--- config.mk ---
export PLATFORM = sky130hd
export DESIGN_NAME = smb_cfg_regs
export DESIGN_NICKNAME = d
export VERILOG_FILES = /design/src/rtl/smb_cfg_pkg.sv /design/src/rtl/smb_sync.sv /design/src/rtl/smb_cond.sv /design/src/rtl/smb_regbank.sv /design/src/rtl/smb_engine.sv /design/src/rtl/smb_cfg_regs.sv
export SDC_FILE = /design/constraint.sdc
export NUM_CORES = 1
export LEC_CHECK = 0
export CORE_MARGIN = 1.5
export CORE_UTILIZATION = 55
export DETAILED_ROUTE_END_ITERATION = 8
export GPL_TIMING_DRIVEN = 0
export PLACE_DENSITY_LB_ADDON = 0.25
export SYNTH_ARGS = -nofsm -noshare
export SYNTH_HDL_FRONTEND = slang
export SYNTH_SLANG_ARGS = --single-unit
--- constraint.sdc ---
create_clock -name clk -period 3.3 [get_ports clk]
set_input_delay 0.66 -clock clk [delete_from_list [all_inputs] [get_ports clk]]
set_output_delay 0.66 -clock clk [all_outputs]
set_load 0.005 [all_outputs]
--- src/rtl/smb_cfg_pkg.sv ---
package smb_cfg_pkg;
  typedef enum logic [2:0] {
    ST_IDLE,
    ST_ADDR,
    ST_CMD,
    ST_POSTCMD,
    ST_WDATA,
    ST_RDATA
  } smb_state_e;

  localparam int REG_COUNT = 24;
  localparam int OFS_W = 5;
  localparam logic [6:0] DEV_ADDR_HI = 7'b1101001;
  localparam logic [6:0] DEV_ADDR_LO = 7'b1101110;
  localparam logic [1:0] CS_PAT_LO = 2'b01;
  localparam logic [1:0] CS_PAT_HI = 2'b10;
  localparam logic [OFS_W-1:0] IDX_MISC = 5'd22;
  localparam logic [OFS_W-1:0] IDX_PAIR = 5'd23;
  localparam logic [7:0] MISC_RST = 8'b0000_1111;
  localparam logic [7:0] PAIR_RST = 8'hFF;
  localparam logic [7:0] BLOCK_LEN = 8'(REG_COUNT);
endpackage

--- src/rtl/smb_sync.sv ---
module smb_sync #(
  parameter int STAGES = 2,
  parameter int W = 2
) (
  input  logic         clk,
  input  logic         rst_n,
  input  logic [W-1:0] d_i,
  output logic [W-1:0] q_o
);
  logic [W-1:0] pipe [STAGES];

  for (genvar s = 0; s < STAGES; s++) begin : g_stage
    if (s == 0) begin : g_first
      always_ff @(posedge clk or negedge rst_n) begin
        if (!rst_n) pipe[s] <= '1;
        else        pipe[s] <= d_i;
      end
    end else begin : g_next
      always_ff @(posedge clk or negedge rst_n) begin
        if (!rst_n) pipe[s] <= '1;
        else        pipe[s] <= pipe[s-1];
      end
    end
  end

  assign q_o = pipe[STAGES-1];
endmodule

--- src/rtl/smb_cond.sv ---
module smb_cond (
  input  logic clk,
  input  logic rst_n,
  input  logic scl_s,
  input  logic sda_s,
  output logic scl_rise,
  output logic scl_fall,
  output logic start_evt,
  output logic stop_evt
);
  logic scl_q, sda_q;

  always_ff @(posedge clk or negedge rst_n) begin
    if (!rst_n) begin
      scl_q <= 1'b1;
      sda_q <= 1'b1;
    end else begin
      scl_q <= scl_s;
      sda_q <= sda_s;
    end
  end

  assign scl_rise  = scl_s & ~scl_q;
  assign scl_fall  = ~scl_s & scl_q;
  assign start_evt = scl_s & scl_q & sda_q & ~sda_s;
  assign stop_evt  = scl_s & scl_q & ~sda_q & sda_s;
endmodule

--- src/rtl/smb_regbank.sv ---
module smb_regbank
  import smb_cfg_pkg::*;
#(
  parameter int NPAIR = 12
) (
  input  logic             clk,
  input  logic             rst_n,
  input  logic             we,
  input  logic [OFS_W-1:0] waddr,
  input  logic [7:0]       wdata,
  input  logic [OFS_W-1:0] raddr,
  output logic [7:0]       rdata,
  output logic [NPAIR-1:0] pair_en,
  output logic [1:0]       fb_dis,
  output logic [1:0]       thresh
);
  localparam int HI_PAIRS = NPAIR - 8;

  logic [7:0] misc_q, pair_q;

  always_ff @(posedge clk or negedge rst_n) begin
    if (!rst_n) begin
      misc_q <= MISC_RST;
      pair_q <= PAIR_RST;
    end else if (we) begin
      if (waddr == IDX_MISC) misc_q <= wdata;
      if (waddr == IDX_PAIR) pair_q <= wdata;
    end
  end

  always_comb begin
    rdata = 8'h00;
    if (raddr == IDX_MISC) rdata = misc_q;
    if (raddr == IDX_PAIR) rdata = pair_q;
  end

  assign pair_en = {misc_q[HI_PAIRS-1:0], pair_q};
  assign fb_dis  = misc_q[5:4];
  assign thresh  = misc_q[7:6];


  rst_default_chk: assert property (@(posedge clk) disable iff (!rst_n)
    $rose(rst_n) |-> (pair_en == '1 && fb_dis == 2'b00 && thresh == 2'b00));


  ign_write_chk: assert property (@(posedge clk) disable iff (!rst_n)
    (we && waddr != IDX_MISC && waddr != IDX_PAIR) |=> $stable({misc_q, pair_q}));
endmodule

--- src/rtl/smb_engine.sv ---
module smb_engine
  import smb_cfg_pkg::*;
(
  input  logic             clk,
  input  logic             rst_n,
  input  logic             scl_rise,
  input  logic             scl_fall,
  input  logic             start_evt,
  input  logic             stop_evt,
  input  logic             sda_s,
  input  logic             addr_sel,
  input  logic             chip_sel,
  output logic             sda_oe,
  output logic             we,
  output logic [OFS_W-1:0] waddr,
  output logic [7:0]       wdata,
  output logic [OFS_W-1:0] raddr,
  input  logic [7:0]       rdata
);
  smb_state_e       state;
  logic [3:0]       bitcnt;
  logic             in_ack;
  logic             ack_drive;
  logic [7:0]       shreg;
  logic             blk_mode;
  logic [OFS_W-1:0] offset;
  logic [OFS_W-1:0] ptr;
  logic [7:0]       wr_left;
  logic             cnt_pending;
  logic             rd_ok;
  logic             mnack;

  logic [6:0]       my_addr;
  logic [1:0]       cs_pat;
  logic             cmd_ok;
  logic             addr_hit;
  logic             enter_ack;
  logic             leave_ack;
  logic [OFS_W-1:0] ptr_inc;

  assign my_addr   = addr_sel ? DEV_ADDR_HI : DEV_ADDR_LO;
  assign cs_pat    = chip_sel ? CS_PAT_HI : CS_PAT_LO;
  assign cmd_ok    = (shreg[6:5] == cs_pat) && (shreg[7] || shreg[4:0] == '0);
  assign addr_hit  = (shreg[7:1] == my_addr);
  assign enter_ack = scl_fall && !in_ack && bitcnt == 4'd8;
  assign leave_ack = scl_fall && in_ack;
  assign ptr_inc   = (ptr == '1) ? ptr : ptr + 1'b1;

  assign we    = enter_ack && !start_evt && !stop_evt &&
                 ((state == ST_POSTCMD && !blk_mode) || (state == ST_WDATA && wr_left != 8'd0));
  assign waddr = (state == ST_POSTCMD) ? offset : ptr;
  assign wdata = shreg;
  assign raddr = ptr;

  assign sda_oe = in_ack ? ack_drive : (state == ST_RDATA && !shreg[7]);

  always_ff @(posedge clk or negedge rst_n) begin
    if (!rst_n) begin
      state       <= ST_IDLE;
      bitcnt      <= '0;
      in_ack      <= 1'b0;
      ack_drive   <= 1'b0;
      shreg       <= 8'hFF;
      blk_mode    <= 1'b0;
      offset      <= '0;
      ptr         <= '0;
      wr_left     <= '0;
      cnt_pending <= 1'b0;
      rd_ok       <= 1'b0;
      mnack       <= 1'b0;
    end else if (stop_evt) begin
      state     <= ST_IDLE;
      bitcnt    <= '0;
      in_ack    <= 1'b0;
      ack_drive <= 1'b0;
      rd_ok     <= 1'b0;
    end else if (start_evt) begin
      state     <= ST_ADDR;
      bitcnt    <= '0;
      in_ack    <= 1'b0;
      ack_drive <= 1'b0;
      rd_ok     <= (state == ST_POSTCMD) && !in_ack;
    end else if (scl_rise) begin
      if (in_ack) begin
        if (state == ST_RDATA) mnack <= sda_s;
      end else if (bitcnt != 4'd8) begin
        if (state != ST_RDATA) shreg <= {shreg[6:0], sda_s};
        bitcnt <= bitcnt + 4'd1;
      end
    end else if (enter_ack) begin
      in_ack    <= 1'b1;
      ack_drive <= 1'b0;
      unique case (state)
        ST_ADDR: begin
          if (addr_hit && !shreg[0]) begin
            ack_drive <= 1'b1;
            state     <= ST_CMD;
          end else if (addr_hit && rd_ok) begin
            ack_drive   <= 1'b1;
            state       <= ST_RDATA;
            ptr         <= blk_mode ? '0 : offset;
            cnt_pending <= blk_mode;
            mnack       <= 1'b0;
          end else begin
            state <= ST_IDLE;
          end
        end
        ST_CMD: begin
          if (cmd_ok) begin
            ack_drive <= 1'b1;
            blk_mode  <= ~shreg[7];
            offset    <= shreg[4:0];
            state     <= ST_POSTCMD;
          end else begin
            state <= ST_IDLE;
          end
        end
        ST_POSTCMD: begin
          ack_drive <= 1'b1;
          ptr       <= '0;
          wr_left   <= blk_mode ? shreg : 8'd0;
          state     <= ST_WDATA;
        end
        ST_WDATA: begin
          ack_drive <= 1'b1;
          if (wr_left != 8'd0) begin
            wr_left <= wr_left - 8'd1;
            ptr     <= ptr_inc;
          end
        end
        default: ack_drive <= 1'b0;
      endcase
    end else if (leave_ack) begin
      in_ack    <= 1'b0;
      bitcnt    <= '0;
      ack_drive <= 1'b0;
      if (state == ST_RDATA) begin
        if (mnack) begin
          state <= ST_IDLE;
        end else begin
          cnt_pending <= 1'b0;
          if (cnt_pending) begin
            shreg <= BLOCK_LEN;
          end else begin
            shreg <= rdata;
            ptr   <= ptr_inc;
          end
        end
      end
    end else if (scl_fall && state == ST_RDATA && bitcnt != 4'd0) begin
      shreg <= {shreg[6:0], 1'b1};
    end
  end


  sda_hold_chk: assert property (@(posedge clk) disable iff (!rst_n)
    (!$past(scl_fall) && !$past(start_evt) && !$past(stop_evt)) |-> $stable(sda_oe));


  wr_ack_chk: assert property (@(posedge clk) disable iff (!rst_n)
    we |=> (in_ack && sda_oe));


  frame_clr_chk: assert property (@(posedge clk) disable iff (!rst_n)
    (start_evt || stop_evt) |=> (!in_ack && !we));
endmodule

--- src/rtl/smb_cfg_regs.sv ---
module smb_cfg_regs
  import smb_cfg_pkg::*;
#(
  parameter int SYNC_STAGES = 2,
  parameter int NPAIR = 12
) (
  input  logic             clk,
  input  logic             rst_n,
  input  logic             scl_i,
  input  logic             sda_i,
  output logic             sda_oe_o,
  input  logic             addr_sel_i,
  input  logic             chip_sel_i,
  output logic [NPAIR-1:0] pair_en_o,
  output logic [1:0]       fb_dis_o,
  output logic [1:0]       thresh_o
);
  logic [1:0]       line_s;
  logic             scl_rise, scl_fall, start_evt, stop_evt;
  logic             we;
  logic [OFS_W-1:0] waddr, raddr;
  logic [7:0]       wdata, rdata;

  smb_sync #(.STAGES(SYNC_STAGES), .W(2)) u_sync (
    .clk   (clk),
    .rst_n (rst_n),
    .d_i   ({scl_i, sda_i}),
    .q_o   (line_s)
  );

  smb_cond u_cond (
    .clk       (clk),
    .rst_n     (rst_n),
    .scl_s     (line_s[1]),
    .sda_s     (line_s[0]),
    .scl_rise  (scl_rise),
    .scl_fall  (scl_fall),
    .start_evt (start_evt),
    .stop_evt  (stop_evt)
  );

  smb_engine u_engine (
    .clk       (clk),
    .rst_n     (rst_n),
    .scl_rise  (scl_rise),
    .scl_fall  (scl_fall),
    .start_evt (start_evt),
    .stop_evt  (stop_evt),
    .sda_s     (line_s[0]),
    .addr_sel  (addr_sel_i),
    .chip_sel  (chip_sel_i),
    .sda_oe    (sda_oe_o),
    .we        (we),
    .waddr     (waddr),
    .wdata     (wdata),
    .raddr     (raddr),
    .rdata     (rdata)
  );

  smb_regbank #(.NPAIR(NPAIR)) u_regs (
    .clk     (clk),
    .rst_n   (rst_n),
    .we      (we),
    .waddr   (waddr),
    .wdata   (wdata),
    .raddr   (raddr),
    .rdata   (rdata),
    .pair_en (pair_en_o),
    .fb_dis  (fb_dis_o),
    .thresh  (thresh_o)
  );
endmodule

==> summary.md <==
| Metric | Value |
|---|---|
| Slew @ Worst Pin | slightly below 0.9 ns |
| Vias per cell | 6.235 |
| Setup Buffers After CTS | 0 |
| Clock Latency Late Sink | about 0.35 ns |
| Slew headroom | 40.48% |
| FFs w/ async S/R, synth | 100.0% |
| Total power | approximately 1800 µW |
| Setup violators final | 0 |
| DP Worst Slack | roughly 0.5 ns |
| TritonCTS sink count | 61 |
| Seq pwr share | between 50 and 60% |
| Syn_nets | approximately 360 |
| Yosys top cell area share | 25.04% |
| Final Hold Vio Count | 0 |
| Register bit total from synthesis | 61 |
| Register area share after synthesis | between 40% and 50% |
| Post-CTS resize count | 0 |
| Clock tree buffer depth | 2 |
| RSZ-0062 raised after global routing | false |
| Crit-path slowest cell | clkdlybuf4s50_1 |
| Routed Antenna Nets | 0 |
| Count leader, synth | dfrtp_1 |
| 1st-iter DRT viols | ~210 |
| Comb power frac | 11.5% |
| Clock skew | between 0.01 and 0.015 ns |
| FP Rows | 28 |
| Area delta synth->final | 15.09% |
| Drt total wl | just over 8000 µm |
| Fin crit share | roughly four fifths |
| Ant diodes | 0 |
| Number of remaining DRC errors | 0 |
| Worst vdd ir | ~0.41 mV |
| Area leader, netlist | dfrtp_1 |
| Fmax | 0.3842 GHz |
| Die area | roughly 6800 µm² |
| Crit Path Class | reg -> out |
| EDFF count, synth | 0 |
| Vias in the first global route | approximately 2700 |
| Final #Nets | 392 |
| Ys flop type | dfrtp_1 |
| Post-Syn Area per Cell | a little over 10 µm² |
| Initial Util | 58.06% |
| IO Port Bufs | 22 |
| Mapped Cells | about 350 |
| Switching Power | 547.0 µW |
| TNS Setup | 0 ns |
| Startpoint Class | register |
| CTS Buf Count | 9 |
| Die Width | 82.76 µm |
| P_leak | approximately 0.0017 µW |
| CTS clk-pin slew, worst paths | roughly 0.08 ns |
| Max stage delay on crit path | around 0.55 ns |
| Peak fanout along the critical path | 10 |
| First-pass GRT wire length | 13440 µm |
| Via count | between 2000 and 3000 |
| Maxcap violations | 0 |
| Ratio of cells with drive above 1 in the final layout | 19.22% |
| Synth unique cells | between 60 and 70 |
| Tightest Hold Check Type | in -> async |
| Htree depth | 3 |
| Period minus WS final | between 2 and 3 ns |
| Sw frac | 30.12% |
| RePlAce Congestion | around 0.90 |
| Mapped Area | around 3500 µm² |
| CP required | 2.64 ns |
| DRT Pass-1 Iters | 5 |
| Main area contributors after synthesis | dfrtp_1 25%, dfstp_2 20%, mux2_4 6.9%, mux2_1 5.5%, o21ai_0 4.1% |
| Clk root buf | clkbuf_8 |
| Clk network pwr share | ~37% |
| GR Overflow Total | 0 |
| Antenna violations before repair | 0 |
| CP Capture Type | primary output |
| Worst setup margin | around 0.7 ns |
| Largest net degree at the start of global routing | 43 |
| Status | finished clean |
| PD cells | 451.0 nW/µm² |
| Total track usage | 26.49% |
| Pins Over Slew Limit | 0 |
| Internal Power | around 1300 µW |
| Yosys warns | 0 |
| Core area | around 6000 µm² |
| Top cells by instance count after synthesis | 35 x dfrtp_1, 29 x o21ai_0, 26 x dfstp_2, 26 x nor2_1, 22 x nand2_1 |
| # IOs | 23 |
| CP cell instances | buf_2 -> nand3b_1 -> o31ai_1 -> clkdlybuf4s50_1 |
| Hold_buf cts | 0 |
| WL per Instance | between 15 and 20 µm |
| Crit path arrival time | about 1.9 ns |
| Die Height | roughly 83 µm |
| TritonCTS clock tree | yes |
| Hpwl dp | roughly 5800 µm |
-- cells in the final DEF, fill, tap and decap left out, types with 6 or more instances in the layout --
cell,n
nand2_1,22
mux2_1,17
ha_1,6
o21ai_1,10
nor2_1,26
inv_1,12
mux2_4,16
buf_2,6
a22oi_1,6
dfrtp_1,35
nand3b_1,6
dfstp_2,26
nor3_1,12
clkdlybuf4s50_1,21
o21ai_0,29
a21oi_1,13
clkbuf_1,12
a31oi_1,8
clkbuf_8,9
nand3_1,6
-- flip-flops by register name, summed over array words and instances, names as in the netlist --
name / flops
u_cond.scl_q: 1
u_cond.sda_q: 1
u_engine.ack_drive: 1
u_engine.bitcnt: 4
u_engine.blk_mode: 1
u_engine.cnt_pending: 1
u_engine.in_ack: 1
u_engine.mnack: 1
u_engine.offset: 5
u_engine.raddr: 5
u_engine.rd_ok: 1
u_engine.state: 3
u_engine.wdata: 8
u_engine.wr_left: 8
u_regs.misc_q: 8
u_regs.pair_q: 8
u_sync.pipe: 2
u_sync.q_o: 2
-- per-stage QoR --
| stage | cell area [µm²] | hold WS (ns) | std cells | utilization, % |
|---|---|---|---|---|
| floorplan | 3498 | 0.3452 | 346 | - |
| global placement | 3812 | 0.3461 | 443 | 63.27 |
| detailed placement | 3827 | 0.3494 | 444 | 63.52 |
| CTS | 4026 | 0.2744 | 460 | 66.82 |
| global route | 4026 | 0.2882 | 460 | 66.82 |
| finish | 4026 | 0.2532 | 460 | 66.82 |
-- power by group through the flow --
stage | registers (µW) | logic (µW) | clock network [µW]
after CTS | 926 | 209 | 681
after detailed placement | 938 | 207 | 0
final | 930 | 209 | 676
after global routing | 936 | 231 | 721
after floorplan | 890 | 149 | 0
after global placement | 932 | 198 | 0
-- area by class of cell --
cell class | instances | area (µm²)
Buffer | 19 | 92.59
Clock buffer | 9 | 123.9
Clock inverter | 7 | 75.07
Fill cell | 473 | 1999
Inverter | 12 | 45.04
Multi-Input combinational cell | 254 | 1802
Sequential cell | 61 | 1559
Tap cell | 75 | 93.84
Timing Repair Buffer | 23 | 235.2
-- worst max-delay path: cells and delay by family, from the launching register on --
family / cells / cell delay, ns
and+or+nand+nor: 1 / 0.24
DFF: 1 / 0.32
buffers and inverters: 2 / 0.74
AOI/OAI and AO/OA: 1 / 0.30
-- metal layers --
layer | track usage [%] | routed length [µm] | share of wire (%) | vias to the layer above
met3 | 5.165 | 466 | 5.7 | 21
met4 | 11.00 | 169 | 2.1 | 0
met5 | 0 | 0 | 0 | -
met2 | 40.89 | 3830 | 47 | 103
met1 | 36.42 | 3713 | 45 | 1383
li1 | - | - | - | 1361
-- kinds of logic after synthesis --
| group | Yosys count | synth area share [%] |
|---|---|---|
| buffers and inverters | 31 | 3.934 |
| and+or+nand+nor | 118 | 19.13 |
| xor gates and xnor gates | 2 | 0.5008 |
| muxes | 35 | 12.95 |
| adders and majority gates | 6 | 2.146 |
| DFF | 61 | 44.56 |
| AOI/OAI and AO/OA | 93 | 16.77 |
-- final timing paths --
| path | start | endpoint | slack, ns | cells after the start |
|---|---|---|---|---|
| max | u_engine.state[0] | sda_oe_o | 0.70 | 4 |
| max reg2reg | u_engine.wdata[7] | u_engine.raddr[4] | 0.80 | 6 |
| min | rst_n | u_engine.wr_left[2] | 0.25 | 1 |
| max in group asynchronous | rst_n | u_engine.wdata[5] | 2.40 | 2 |
| min reg2reg | u_sync.pipe[3] | u_sync.q_o[1] | 0.36 | 0 |
| min in group clk | u_sync.pipe[3] | u_sync.q_o[1] | 0.36 | 0 |
Note: power is estimated with default switching activity, not from simulation.
